**src/rtl/sar_pkg.sv**
```systemverilog
package sar_pkg;

  localparam int unsigned SAR_WMAX = 24;
  localparam int unsigned SAR_WL_W = $clog2(SAR_WMAX + 1);

  typedef enum logic [1:0] {
    RX_IDLE  = 2'd0,
    RX_ARMED = 2'd1,
    RX_RECV  = 2'd2
  } rx_state_e;

  // word-length code to bit count; unlisted codes fall back to 16
  function automatic logic [SAR_WL_W-1:0] sar_wl_bits(input logic [3:0] code);
    logic [SAR_WL_W-1:0] r;
    case (code)
      4'd0:    r = SAR_WL_W'(8);
      4'd1:    r = SAR_WL_W'(10);
      4'd2:    r = SAR_WL_W'(12);
      4'd3:    r = SAR_WL_W'(16);
      4'd4:    r = SAR_WL_W'(18);
      4'd5:    r = SAR_WL_W'(20);
      4'd6:    r = SAR_WL_W'(22);
      4'd7:    r = SAR_WL_W'(24);
      default: r = SAR_WL_W'(16);
    endcase
    return r;
  endfunction

endpackage

```
**src/rtl/sar_sync.sv**
```systemverilog
module sar_sync #(
  parameter int STAGES = 2
) (
  input  logic clk,
  input  logic rst_n,
  input  logic d,
  output logic q
);
  logic [STAGES-1:0] pipe;

  generate
    if (STAGES == 1) begin : g_one
      always_ff @(posedge clk) begin
        if (!rst_n) pipe <= '0;
        else        pipe <= d;
      end
    end else begin : g_many
      always_ff @(posedge clk) begin
        if (!rst_n) pipe <= '0;
        else        pipe <= {pipe[STAGES-2:0], d};
      end
    end
  endgenerate

  assign q = pipe[STAGES-1];
endmodule

```
**src/rtl/sar_bclk_gen.sv**
```systemverilog
module sar_bclk_gen #(
  parameter int DIV_W = 8
) (
  input  logic             clk,
  input  logic             rst_n,
  input  logic             en,
  input  logic [DIV_W-1:0] half,
  output logic             bclk
);
  logic [DIV_W-1:0] cnt;
  logic [DIV_W-1:0] limit;

  assign limit = (half == '0) ? DIV_W'(1) : half;

  always_ff @(posedge clk) begin
    if (!rst_n || !en) begin
      cnt  <= '0;
      bclk <= 1'b0;
    end else if (cnt >= limit - 1'b1) begin
      cnt  <= '0;
      bclk <= ~bclk;
    end else begin
      cnt <= cnt + 1'b1;
    end
  end
endmodule

```
**src/rtl/sar_fs_gen.sv**
```systemverilog
module sar_fs_gen #(
  parameter int FRM_W = 6,
  parameter int WL_W  = 5
) (
  input  logic             clk,
  input  logic             rst_n,
  input  logic             drv,
  input  logic [FRM_W-1:0] frame_bits,
  input  logic [WL_W-1:0]  wl,
  input  logic             bitlen,
  input  logic             early,
  output logic             fs_act
);
  logic [FRM_W-1:0] slot;
  logic [FRM_W-1:0] nxt_slot;
  logic [FRM_W-1:0] last;
  logic [FRM_W-1:0] wl_ext;
  logic             fs_nxt;

  assign last   = frame_bits - 1'b1;
  assign wl_ext = FRM_W'(wl);

  always_comb begin
    nxt_slot = (slot >= last) ? '0 : slot + 1'b1;
    if (early)
      fs_nxt = bitlen ? (nxt_slot == last)
                      : ((nxt_slot == last) || (nxt_slot < wl_ext - 1'b1));
    else
      fs_nxt = bitlen ? (nxt_slot == '0) : (nxt_slot < wl_ext);
  end

  // slot resets to all ones so the first drive edge opens slot 0
  always_ff @(posedge clk) begin
    if (!rst_n) begin
      slot   <= '1;
      fs_act <= 1'b0;
    end else if (drv) begin
      slot   <= nxt_slot;
      fs_act <= fs_nxt;
    end
  end
endmodule

```
**src/rtl/sar_deser.sv**
```systemverilog
module sar_deser
  import sar_pkg::*;
#(
  parameter int W    = 24,
  parameter int WL_W = 5
) (
  input  logic            clk,
  input  logic            rst_n,
  input  logic            lat,
  input  logic            fs_act,
  input  logic            sd,
  input  logic [WL_W-1:0] wl,
  input  logic            lsb_first,
  input  logic            early,
  output logic [W-1:0]    word,
  output logic            valid
);
  rx_state_e       state;
  logic            fs_last;
  logic [WL_W-1:0] cnt;
  logic [W-1:0]    sh;

  logic            start, take_first, take_next, done;
  logic [W-1:0]    base_sh, new_sh;
  logic [WL_W-1:0] base_cnt, new_cnt;

  always_comb begin
    start      = fs_act & ~fs_last;
    take_first = start ? ~early : (state == RX_ARMED);
    take_next  = ~start & (state == RX_RECV);
    base_sh    = take_first ? '0 : sh;
    base_cnt   = take_first ? '0 : cnt;
    if (lsb_first) new_sh = base_sh | (W'(sd) << base_cnt);
    else           new_sh = {base_sh[W-2:0], sd};
    new_cnt    = base_cnt + 1'b1;
    done       = (new_cnt == wl);
  end

  always_ff @(posedge clk) begin
    if (!rst_n) begin
      state   <= RX_IDLE;
      fs_last <= 1'b0;
      cnt     <= '0;
      sh      <= '0;
      word    <= '0;
      valid   <= 1'b0;
    end else begin
      valid <= 1'b0;
      if (lat) begin
        fs_last <= fs_act;
        if (take_first || take_next) begin
          sh  <= new_sh;
          cnt <= new_cnt;
          if (done) begin
            state <= RX_IDLE;
            word  <= new_sh;
            valid <= 1'b1;
          end else begin
            state <= RX_RECV;
          end
        end else if (start) begin
          state <= RX_ARMED;
          cnt   <= '0;
          sh    <= '0;
        end
      end
    end
  end
endmodule

```
**src/rtl/sar_rx.sv**
```systemverilog
module sar_rx
  import sar_pkg::*;
#(
  parameter int DIV_W       = 8,
  parameter int FRM_W       = 6,
  parameter int SYNC_STAGES = 2
) (
  input  logic                clk,
  input  logic                rst_n,
  input  logic                cfg_clk_int,
  input  logic                cfg_fs_int,
  input  logic                cfg_lsb_first,
  input  logic                cfg_rise_latch,
  input  logic                cfg_fs_active_low,
  input  logic                cfg_fs_bitlen,
  input  logic                cfg_fs_early,
  input  logic [3:0]          cfg_wl_code,
  input  logic [DIV_W-1:0]    cfg_div_half,
  input  logic [FRM_W-1:0]    cfg_frame_bits,
  input  logic                bclk_i,
  output logic                bclk_o,
  output logic                bclk_oe,
  input  logic                fs_i,
  output logic                fs_o,
  output logic                fs_oe,
  input  logic                sdata_i,
  output logic [SAR_WMAX-1:0] word_o,
  output logic                word_valid_o
);
  localparam int WL_W = SAR_WL_W;

  logic            bclk_s, fs_s, sd_s;
  logic            gen_bclk, gen_fs;
  logic            bclk_sel, bclk_q;
  logic            rise, fall;
  logic            lat_pulse, drv_pulse;
  logic            fs_act;
  logic [WL_W-1:0] wl;

  assign wl = sar_wl_bits(cfg_wl_code);

  sar_sync #(.STAGES(SYNC_STAGES)) u_sync_bclk (.clk(clk), .rst_n(rst_n), .d(bclk_i),  .q(bclk_s));
  sar_sync #(.STAGES(SYNC_STAGES)) u_sync_fs   (.clk(clk), .rst_n(rst_n), .d(fs_i),    .q(fs_s));
  sar_sync #(.STAGES(SYNC_STAGES)) u_sync_sd   (.clk(clk), .rst_n(rst_n), .d(sdata_i), .q(sd_s));

  sar_bclk_gen #(.DIV_W(DIV_W)) u_bclk_gen (
    .clk(clk), .rst_n(rst_n), .en(cfg_clk_int), .half(cfg_div_half), .bclk(gen_bclk)
  );

  assign bclk_sel = cfg_clk_int ? gen_bclk : bclk_s;

  always_ff @(posedge clk) begin
    if (!rst_n) bclk_q <= 1'b0;
    else        bclk_q <= bclk_sel;
  end

  assign rise      = bclk_sel & ~bclk_q;
  assign fall      = ~bclk_sel & bclk_q;
  assign lat_pulse = cfg_rise_latch ? rise : fall;
  assign drv_pulse = cfg_rise_latch ? fall : rise;

  sar_fs_gen #(.FRM_W(FRM_W), .WL_W(WL_W)) u_fs_gen (
    .clk(clk), .rst_n(rst_n), .drv(drv_pulse), .frame_bits(cfg_frame_bits),
    .wl(wl), .bitlen(cfg_fs_bitlen), .early(cfg_fs_early), .fs_act(gen_fs)
  );

  assign fs_act = cfg_fs_int ? gen_fs : (fs_s ^ cfg_fs_active_low);

  sar_deser #(.W(SAR_WMAX), .WL_W(WL_W)) u_deser (
    .clk(clk), .rst_n(rst_n), .lat(lat_pulse), .fs_act(fs_act), .sd(sd_s),
    .wl(wl), .lsb_first(cfg_lsb_first), .early(cfg_fs_early),
    .word(word_o), .valid(word_valid_o)
  );

  assign bclk_o  = gen_bclk;
  assign bclk_oe = cfg_clk_int;
  assign fs_o    = gen_fs ^ cfg_fs_active_low;
  assign fs_oe   = cfg_fs_int;
endmodule

```
**config.mk**
```make
export PLATFORM = sky130hd
export DESIGN_NAME = sar_rx
export DESIGN_NICKNAME = d
export VERILOG_FILES = /design/src/rtl/sar_pkg.sv /design/src/rtl/sar_sync.sv /design/src/rtl/sar_bclk_gen.sv /design/src/rtl/sar_fs_gen.sv /design/src/rtl/sar_deser.sv /design/src/rtl/sar_rx.sv
export SDC_FILE = /design/constraint.sdc
export NUM_CORES = 1
export LEC_CHECK = 0
export ABC_AREA = 1
export BUFFER_PORTS_ARGS = -buffer_cell sky130_fd_sc_hd__buf_2
export CAP_MARGIN = 25
export CORE_MARGIN = 2
export CORE_UTILIZATION = 35
export DETAILED_ROUTE_END_ITERATION = 6
export GPL_TIMING_DRIVEN = 1
export PLACE_DENSITY = 0.53
export RECOVER_POWER = 25
export SLEW_MARGIN = 15
export SYNTH_ARGS = -nofsm -noshare
export SYNTH_HDL_FRONTEND = slang
export SYNTH_SLANG_ARGS = --single-unit
```
**constraint.sdc**
```tcl
create_clock -name clk -period 3.8 [get_ports clk]
set_clock_uncertainty 0.2 [all_clocks]
set_input_delay 0.76 -clock clk [delete_from_list [all_inputs] [get_ports clk]]
set_output_delay 0.76 -clock clk [all_outputs]
set_load 0.02 [all_outputs]
```
==> flow_summary_export.csv, run 1 <==
group,metric,value,unit
layout,fin_util,0.403,
routing,drcViolationCount,0,
timing,setup_tns,0,ps
yosys,yosysSeqAreaShare,0.300,
routing,drt-total-wl,12400,um
timing,hold_viol_final,0,
layout,drive_above_1_share,0.154,
critical_path,cp.depth,22,
routing,detail_route.wl_per_cell,12.4,um
layout,mostFrequentLayoutCell,"nand2_1",
critical_path,slowest_stage,"ha_1",
critical_path,endpoint,"u_fs_gen.fs_act",
timing,min_period,3330,ps
timing,tightest_slew,1910,ps
clock_network,path_clk_slew,60,ps
layout,instances_no_fill,1005,
clock_network,postCtsHoldBufs,0,
layout,diodes,0,
die,dieArea,16200,um^2
clock_network,clockRootBuffer,"clkbuf_16",
clock_network,cts_buffer_depth,2,
layout,area_growth,13.8,%
critical_path,crit_start,"cfg_frame_bits[0]",
routing,ant_nets,0,
critical_path,end_kind,"flop",
timing,drv_slew,37,
yosys,yosys-top-cells-area,"dfxtp_1 (30%), nand2_1 (15%), ha_1 (7.7%), inv_1 (6.1%), a21oi_1 (5.0%)",
critical_path,path_cells,"buf_2 > inv_1 > ha_1 > nand2_1 > xnor2_1 > inv_1 > ha_1 > nand2_1 > nor2_1 > o21ai_0 > nand2_1 > inv_1 > nand2_1 > inv_1 > ha_1 > a21oi_1 > o21bai_1 > a211oi_1 > nand2_1 > nand3_1 > nand2_1 > a21oi_1",
yosys,yosysWarnings,0,
yosys,yosysTopAreaCellShare,0.300,
yosys,async_flop_share,0,
clock_network,cts_tree,"yes",
timing,period_share,0.877,
grt,overflow,0,
clock_network,cts-htree-levels,3,
clock_network,ctsResizeCount,0,
critical_path,reg2reg_slack,820,ps
die,die_w,127,um
critical_path,r2r-end,"u_deser.word[5]",
power,total_power,2.14,mW
critical_path,cpMostUsedCell,"nand2_1",
layout,fillerInstances,1632,
critical_path,cp_data_required_time,3870,ps
grt,grt_pass1_vias,4369,
grt,grt_antenna_before_repair,0,
routing,vias,4851,
power,p_leak,2.77,nW
critical_path,reg2reg_depth,14,
die,initial_core_util,0.355,
die,core_area,15000,um^2
layout,seq_area,1600,um^2
worst_hold_path,hp-class,"reg -> reg",
placement,portBuffers,58,
clock_network,cts_setup_buffers,0,
outcome,status,"finished, violations left",
placement,placedCellCount,988,
placement,place_congestion,0.827,
grt,grt_max_degree,44,
timing,worst_slew_margin_rel,-0.271,
yosys,ys_seq_elements,80,
routing,vias_per_cell,4.83,
yosys,synthesis.area,5330,um^2
placement,hpwl,9030,um
layout,multi_input_area,3190,um^2
routing,drt_iter0_markers,268,
clock_network,clk_latency,340,ps
timing,finalSetupViolCount,0,
power,ir_drop,170,uV
die,rows,45,
clock_network,cts_inserted_buffers,9,
yosys,synth_cells,763,
layout,layout.cells.most_common_list,"nand2_1 (206), inv_1 (86), dfxtp_1 (80)",
critical_path,regToRegStartpoint,"u_fs_gen.fs_act",
die,io_pins,59,
yosys,synth-edff-count,0,
routing,firstDrtPassIters,4,
clock_network,cts.sinks,80,
yosys,yosys.cell_types.count,41,
yosys,synth_ff_type,"dfxtp_1",
critical_path,arrival,3400,ps
die,die_h,127,um
critical_path,cp-start-kind,"input port",
timing,max_freq,0.300,GHz
power,powerDensity,353,nW/um^2
yosys,postSynthAreaPerCell,6.99,um^2
run,drv_cap,1,
critical_path,max_stage_delay,280,ps
layout,nets,875,
critical_path,crit_buf_inv,5,
critical_path,crit_family,"adder cells",
grt,grt_pass1_wl,21100,um
yosys,synth_area_leader_cell,"dfxtp_1",
grt,grtUsageTotal,0.158,
critical_path,timing_worst_setup_path_type,"in -> reg",
yosys,synth.net_count,826,
critical_path,crit_fanout,6,
outcome,violations,"max-capacitance violations, max-slew violations",
==> Yosys cell counts (11+ instances only) <==
library cell	n
nand2_1	206
clkbuf_1	13
nand3_1	37
dfxtp_1	80
nand3_2	26
ha_1	33
nand4_1	39
o21ai_0	19
a21oi_1	53
inv_1	86
nor2_1	60
xor2_1	16
buf_2	11
==> final cells by class <==
class	count	area share
Clock inverter	7	0.0159
Clock buffer	9	0.0371
Multi-Input combinational cell	556	0.525
Sequential cell	80	0.264
Timing Repair Buffer	73	0.0617
Inverter	92	0.0569
Tap cell	188	0.0388
==> cells by family after synthesis <==
| family | Yosys count | share of synthesized area |
|---|---|---|
| AO/OA/AOI/OAI | 94 | 0.0981 |
| XOR/XNOR | 25 | 0.0411 |
| adder cells (fa/ha/maj) | 33 | 0.0774 |
| buffers and inverters | 127 | 0.102 |
| flip-flops | 80 | 0.300 |
| AND/OR/NAND/NOR | 404 | 0.381 |
==> where the power goes <==
part	internal (mW)	total [mW]	switching, mW
Sequential	0.854	0.866	0.0119
Combinational	0.119	0.336	0.218
Clock	0.576	0.938	0.361
Total	1.55	2.14	0.591
==> sequential cells by signal, indices dropped and copies added (netlist names) <==
register,cells
u_deser.sh,24
u_deser.word,24
u_bclk_gen.cnt,8
u_fs_gen.slot,6
u_deser.cnt,5
u_deser.state,2
u_sync_bclk.pipe,2
u_sync_fs.pipe,2
u_sync_sd.pipe,2
bclk_q,1
u_bclk_gen.bclk,1
u_deser.fs_last,1
u_deser.valid,1
u_fs_gen.fs_act,1
==> routing by layer <==
layer / vias up / track usage / part of all wire
li1: 2600 / - / -
met1: 2155 / 0.221 / 0.52
met2: 85 / 0.251 / 0.43
met3: 11 / 0.0235 / 0.037
met4: 0 / 0.0472 / 0.012
met5: - / 0 / 0
==> worst min path at each step <==
stage / endpoint / depth (start not counted) / from
2_1_floorplan: u_sync_bclk.pipe[1] / 2 / u_sync_bclk.pipe[0]
3_3_place_gp: u_sync_bclk.pipe[1] / 2 / u_sync_bclk.pipe[0]
3_5_place_dp: u_sync_fs.pipe[1] / 2 / u_sync_fs.pipe[0]
4_1_cts: u_sync_fs.pipe[1] / 2 / u_sync_fs.pipe[0]
5_1_grt: u_sync_fs.pipe[1] / 2 / u_sync_fs.pipe[0]
6_report: u_sync_fs.pipe[1] / 2 / u_sync_fs.pipe[0]
==> worst min-delay path: stages, from the launching register on <==
cell	delay, ps
dfxtp_1	300
nand2_1	40
inv_1	40
==> stage by stage <==
| step | setup WS (ps) | instance area [um^2] | hold slack [ps] |
|---|---|---|---|
| after detailed placement | 110 | 5760 | 197 |
| final | 466 | 6060 | 212 |
| after global routing | -0.478 | 6060 | 237 |
| after floorplan | 361 | 5330 | 190 |
| after global placement | 160 | 5760 | 193 |
| after CTS | 458 | 6090 | 213 |
(Power assumes the default switching activity.)
==> run 2, diff against run 1 <==
--- a/config.mk
+++ b/config.mk
@@ -9,10 +9,10 @@
 export BUFFER_PORTS_ARGS = -buffer_cell sky130_fd_sc_hd__buf_2
 export CAP_MARGIN = 25
 export CORE_MARGIN = 2
-export CORE_UTILIZATION = 35
+export CORE_UTILIZATION = 60
 export DETAILED_ROUTE_END_ITERATION = 6
 export GPL_TIMING_DRIVEN = 1
-export PLACE_DENSITY = 0.53
+export PLACE_DENSITY = 0.82
 export RECOVER_POWER = 25
 export SLEW_MARGIN = 15
 export SYNTH_ARGS = -nofsm -noshare
==> flow_summary_export.csv, run 2 (synthesized netlist as in run 1, its figures left out) <==
group,metric,value,unit
outcome,status,"finished, violations left",
outcome,violations,"max-capacitance violations, max-slew violations",
timing,period_share,0.904,
power,p_comb_frac,0.192,
placement,place_congestion,0.912,
layout,instances_no_fill,917,
critical_path,end_kind,"flop",
layout,fin_util,0.664,
critical_path,reg2reg_depth,14,
clock_network,clockRootBuffer,"clkbuf_8",
die,initial_core_util,0.614,
critical_path,slowest_stage,"ha_1",
die,dieArea,9660,um^2
grt,grt_pass1_vias,4818,
routing,firstDrtPassIters,5,
layout,mostFrequentLayoutCell,"nand2_1",
layout,largestRegisters,"u_deser.sh x24, u_deser.word x24, u_bclk_gen.cnt x8",
grt,grtUsageTotal,0.262,
routing,detail_route.wl_per_cell,13.2,um
placement,hpwl,8860,um
worst_hold_path,hold_start,"u_sync_fs.pipe[0]",
timing,finalSetupViolCount,0,
timing,hold_viol_final,0,
timing,rsz0062_at_grt,"no",
routing,vias,5053,
routing,drt_iter0_markers,393,
clock_network,cts_inserted_buffers,9,
placement,placedCellCount,903,
timing,setup_ws,364,ps
die,io_pins,59,
grt,grt_max_degree,37,
worst_hold_path,min_path_cells,2,
power,ir_drop,191,uV
die,die_h,98.3,um
timing,worst_slew_margin_rel,-0.178,
layout,multi_input_area,3190,um^2
clock_network,clk_latency,350,ps
layout,fillerInstances,790,
worst_hold_path,holdPathEnd,"u_sync_fs.pipe[1]",
clock_network,path_clk_slew,80,ps
grt,overflow,0,
critical_path,crit_family,"adder cells",
power,switching_share,0.304,
critical_path,cp-start-kind,"input port",
worst_hold_path,hp-class,"reg -> reg",
layout,seq_area,1600,um^2
power,p_sw,531,uW
grt,grt_pass1_wl,21400,um
placement,portBuffers,58,
clock_network,cts-htree-levels,3,
critical_path,r2r-end,"u_deser.word[5]",
layout,area_growth,8.05,%
critical_path,crit_fanout,6,
die,die_w,98.3,um
critical_path,cp_data_required_time,3870,ps
clock_network,cts_buffer_depth,2,
clock_network,ctsResizeCount,0,
layout,drive_above_1_share,0.143,
layout,diodes,0,
layout,nets,869,
critical_path,max_stage_delay,280,ps
grt,grt_antenna_before_repair,0,
routing,ant_nets,0,
power,seqPwrFrac,0.496,
clock_network,cts_tree,"yes",
critical_path,regToRegStartpoint,"u_fs_gen.fs_act",
power,p_leak,2.66,nW
run,drv_cap,1,
timing,drv_slew,33,
die,rows,34,
layout,layout.cells.most_common_list,"nand2_1 (206), inv_1 (86), dfxtp_1 (80)",
routing,drcViolationCount,0,
timing,max_freq,0.291,GHz
critical_path,path_cells,"buf_2 > inv_1 > ha_1 > nand2_1 > xnor2_1 > inv_1 > ha_1 > nand2_1 > nor2_1 > o21ai_0 > nand2_1 > inv_1 > nand2_1 > inv_1 > ha_1 > a21oi_1 > o21bai_1 > a211oi_1 > nand2_1 > nand3_1 > nand2_1 > a21oi_1",
clock_network,cts.sinks,80,
power,p_clk_frac,0.312,
placement,post-place-ws,58.1,ps
power,p_int,1.21,mW
timing,worst_hold_slack,220,ps
timing,setup_tns,0,ps
timing,tightest_slew,1770,ps
critical_path,crit_buf_inv,5,
critical_path,cpMostUsedCell,"nand2_1",
clock_network,cts_setup_buffers,0,
die,core_area,8680,um^2
critical_path,arrival,3500,ps
clock_network,postCtsHoldBufs,0,
critical_path,timing_worst_setup_path_type,"in -> reg",
critical_path,reg2reg_slack,800,ps
timing,min_period,3440,ps
routing,drt-total-wl,12100,um
routing,vias_per_cell,5.51,
power,powerDensity,303,nW/um^2
## run 2: cell type report
| type | count | area share |
|---|---|---|
| clock buffers | 11 | 0.0245 |
| clock inverters | 3 | 0.00348 |
| inverters | 92 | 0.0599 |
| multi-input cells | 556 | 0.553 |
| flip-flops and latches | 80 | 0.278 |
| well taps | 108 | 0.0235 |
| repair buffers | 67 | 0.0573 |
## run 2: power by group through the flow
| stage | sequential (mW) | clock (mW) | combinational (mW) |
|---|---|---|---|
| 2_1_floorplan | 0.882 | 0 | 0.254 |
| 3_3_place_gp | 0.884 | 0 | 0.317 |
| 3_5_place_dp | 0.885 | 0 | 0.330 |
| 4_1_cts | 0.865 | 0.554 | 0.333 |
| 5_1_grt | 0.867 | 0.591 | 0.378 |
| 6_report | 0.865 | 0.545 | 0.335 |
## run 2: metal layers
metal | wire length [um] | global-route usage | share of wire | vias up
li1 | - | - | - | 2569
met3 | 663 | 0.0394 | 0.055 | 20
met4 | 178 | 0.0906 | 0.015 | 0
met5 | 0 | 0 | 0 | -
met2 | 5710 | 0.439 | 0.47 | 187
met1 | 5510 | 0.345 | 0.46 | 2277
## run 2: how the worst max path moves through the flow
| stage | start | end | slack [ps] | depth (start not counted) |
|---|---|---|---|---|
| final | cfg_frame_bits[0] | u_fs_gen.fs_act | 360 | 22 |
| after global routing | cfg_frame_bits[2] | u_fs_gen.fs_act | 110 | 22 |
| after CTS | cfg_frame_bits[0] | u_fs_gen.fs_act | 430 | 21 |
| after detailed placement | cfg_frame_bits[0] | u_fs_gen.fs_act | 60 | 21 |
| after global placement | cfg_frame_bits[0] | u_fs_gen.fs_act | 220 | 21 |
| after floorplan | cfg_frame_bits[0] | u_fs_gen.fs_act | 360 | 20 |
## run 2: through the flow
stage	total power, mW	area (um^2)
floorplan	1.14	5330
global placement	1.20	5630
detailed placement	1.21	5630
CTS	1.75	5790
global route	1.84	5760
finish	1.75	5760
## run 2: worst register-to-register path: cells and delay by family, from the launching register on
kind / cells / cell delay (ps)
adders and majority gates: 1 / 330
buffers and inverters: 3 / 210
and+or+nand+nor: 8 / 1450
DFF: 1 / 410
xor gates and xnor gates: 1 / 220
AOI/OAI and AO/OA: 1 / 130
==> run 3, diff against run 2 <==
--- a/config.mk
+++ b/config.mk
@@ -7,12 +7,13 @@
 export LEC_CHECK = 0
 export ABC_AREA = 1
 export BUFFER_PORTS_ARGS = -buffer_cell sky130_fd_sc_hd__buf_2
-export CAP_MARGIN = 25
+export CAP_MARGIN = 15
 export CORE_MARGIN = 2
-export CORE_UTILIZATION = 60
+export CORE_UTILIZATION = 61
+export CTS_BUF_LIST = sky130_fd_sc_hd__clkbuf_2 sky130_fd_sc_hd__clkbuf_4 sky130_fd_sc_hd__clkbuf_8
 export DETAILED_ROUTE_END_ITERATION = 6
 export GPL_TIMING_DRIVEN = 1
-export PLACE_DENSITY = 0.82
+export PLACE_DENSITY = 0.84
 export RECOVER_POWER = 25
 export SLEW_MARGIN = 15
 export SYNTH_ARGS = -nofsm -noshare
==> flow_summary_export.csv, run 3 (synthesized netlist as in run 1, its figures left out) <==
group,metric,value,unit
clock_network,clockRootBuffer,"clkbuf_8",
grt,overflow,0,
grt,grt_antenna_before_repair,0,
clock_network,path_clk_slew,80,ps
placement,hpwl,8780,um
routing,ant_nets,0,
worst_hold_path,hp-class,"reg -> reg",
routing,firstDrtPassIters,5,
power,p_leak,2.67,nW
critical_path,arrival,3440,ps
grt,grtUsageTotal,0.257,
critical_path,timing_worst_setup_path_type,"in -> reg",
clock_network,clk_latency,360,ps
critical_path,reg2reg_depth,14,
timing,setup_ws,446,ps
critical_path,crit_fanout,6,
critical_path,crit_family,"adder cells",
timing,min_period,3350,ps
placement,portBuffers,58,
routing,drt_iter0_markers,356,
clock_network,cts_tree,"yes",
layout,final_cell_area,5800,um^2
critical_path,crit_buf_inv,5,
layout,layout.cells.most_common_list,"nand2_1 (206), inv_1 (86), dfxtp_1 (80)",
layout,largestRegisters,"u_deser.sh x24, u_deser.word x24, u_bclk_gen.cnt x8",
layout,area_growth,8.71,%
die,core_area,8590,um^2
placement,post-place-ws,88.4,ps
timing,worst_hold_slack,226,ps
clock_network,cts-htree-levels,3,
die,io_pins,59,
layout,nets,869,
timing,setup_tns,0,ps
timing,drv_slew,32,
clock_network,cts_setup_buffers,0,
clock_network,ctsResizeCount,0,
outcome,violations,"max-capacitance violations, max-slew violations",
layout,mostFrequentLayoutCell,"nand2_1",
critical_path,cp-start-kind,"input port",
grt,grt_pass1_wl,21000,um
timing,max_freq,0.298,GHz
critical_path,slowest_stage,"ha_1",
routing,vias,5044,
timing,worst_slew_margin_rel,-0.151,
routing,detail_route.wl_per_cell,13.0,um
clock_network,cts_inserted_buffers,9,
power,ir_drop,172,uV
critical_path,r2r-end,"u_deser.word[5]",
timing,hold_viol_final,0,
critical_path,reg2reg_slack,760,ps
die,die_h,97.5,um
worst_hold_path,holdPathEnd,"u_sync_bclk.pipe[1]",
grt,grt_max_degree,39,
layout,fillerInstances,770,
routing,drt-total-wl,11900,um
die,die_w,97.5,um
clock_network,postCtsHoldBufs,0,
clock_network,cts_buffer_depth,2,
die,initial_core_util,0.620,
timing,period_share,0.883,
placement,placed_area,5630,um^2
die,dieArea,9500,um^2
timing,rsz0062_at_grt,"no",
critical_path,cp_data_required_time,3880,ps
clock_network,cts.sinks,80,
run,drv_cap,1,
power,powerDensity,313,nW/um^2
routing,vias_per_cell,5.49,
critical_path,max_stage_delay,280,ps
layout,diodes,0,
outcome,status,"finished, violations left",
routing,drcViolationCount,0,
placement,place_congestion,0.916,
worst_hold_path,min_path_cells,2,
critical_path,end_kind,"flop",
worst_hold_path,hold_start,"u_sync_bclk.pipe[0]",
timing,tightest_slew,1730,ps
layout,drive_above_1_share,0.147,
die,rows,34,
critical_path,cpMostUsedCell,"nand2_1",
timing,finalSetupViolCount,0,
critical_path,regToRegStartpoint,"u_fs_gen.fs_act",
critical_path,path_cells,"buf_2 > inv_1 > ha_1 > nand2_1 > xnor2_1 > inv_1 > ha_1 > nand2_1 > o21a_1 > nand2_1 > inv_1 > nand2_1 > inv_1 > ha_1 > a21oi_1 > o21bai_1 > a211oi_1 > nand2_1 > nand3_1 > nand2_1 > a21oi_1",
grt,grt_pass1_vias,4876,
-- run 3: changes by cell type in the layout (fill, tap and decap cells not counted), sizes merged --
cell	previous run	this run
bufinv	0	1
clkbuf	33	31
clkinv	4	7
-- run 3: worst max-delay path by stage --
stage / startpoint / endpoint / slack [ps] / cells after the start
2_1_floorplan: cfg_frame_bits[0] / u_fs_gen.fs_act / 360 / 20
3_3_place_gp: cfg_frame_bits[0] / u_fs_gen.fs_act / 230 / 21
3_5_place_dp: cfg_frame_bits[0] / u_fs_gen.fs_act / 90 / 21
4_1_cts: cfg_frame_bits[0] / u_fs_gen.fs_act / 470 / 21
5_1_grt: cfg_frame_bits[0] / u_fs_gen.fs_act / 150 / 22
6_report: cfg_frame_bits[0] / u_fs_gen.fs_act / 450 / 21
-- run 3: layer usage --
layer | vias to the layer above | routed length [um] | track usage | share of wire
li1 | 2570 | - | - | -
met1 | 2265 | 5200 | 0.319 | 0.44
met2 | 183 | 5800 | 0.445 | 0.49
met3 | 26 | 753 | 0.0504 | 0.063
met4 | 0 | 195 | 0.0897 | 0.016
met5 | - | 0 | 0 | 0
-- run 3: area by class of cell --
| class | count | area (um^2) | area share |
|---|---|---|---|
| Inverter | 92 | 345 | 0.0596 |
| Clock buffer | 9 | 124 | 0.0214 |
| Multi-Input combinational cell | 556 | 3190 | 0.550 |
| Clock inverter | 7 | 72.6 | 0.0125 |
| Timing Repair Buffer | 67 | 330 | 0.0570 |
| Tap cell | 108 | 135 | 0.0233 |
| Sequential cell | 80 | 1600 | 0.276 |
-- run 3: worst min-delay path: stages (launching register included) --
cell and delay (ps):
dfxtp_1 310, nand2_1 50, inv_1 40
-- run 3: power breakdown --
group | switching (mW) | leakage [nW] | internal (mW)
clock network | 0.318 | 0.0952 | 0.303
logic | 0.217 | 1.93 | 0.113
registers | 0.0121 | 0.648 | 0.853
-- run 3: through the flow --
step           power (mW)   util  std cells
2_1_floorplan        1.14      -        763
3_3_place_gp         1.20  0.655        903
3_5_place_dp         1.21  0.655        903
4_1_cts              1.83  0.678        919
5_1_grt              1.91  0.674        919
6_report             1.82  0.674        919
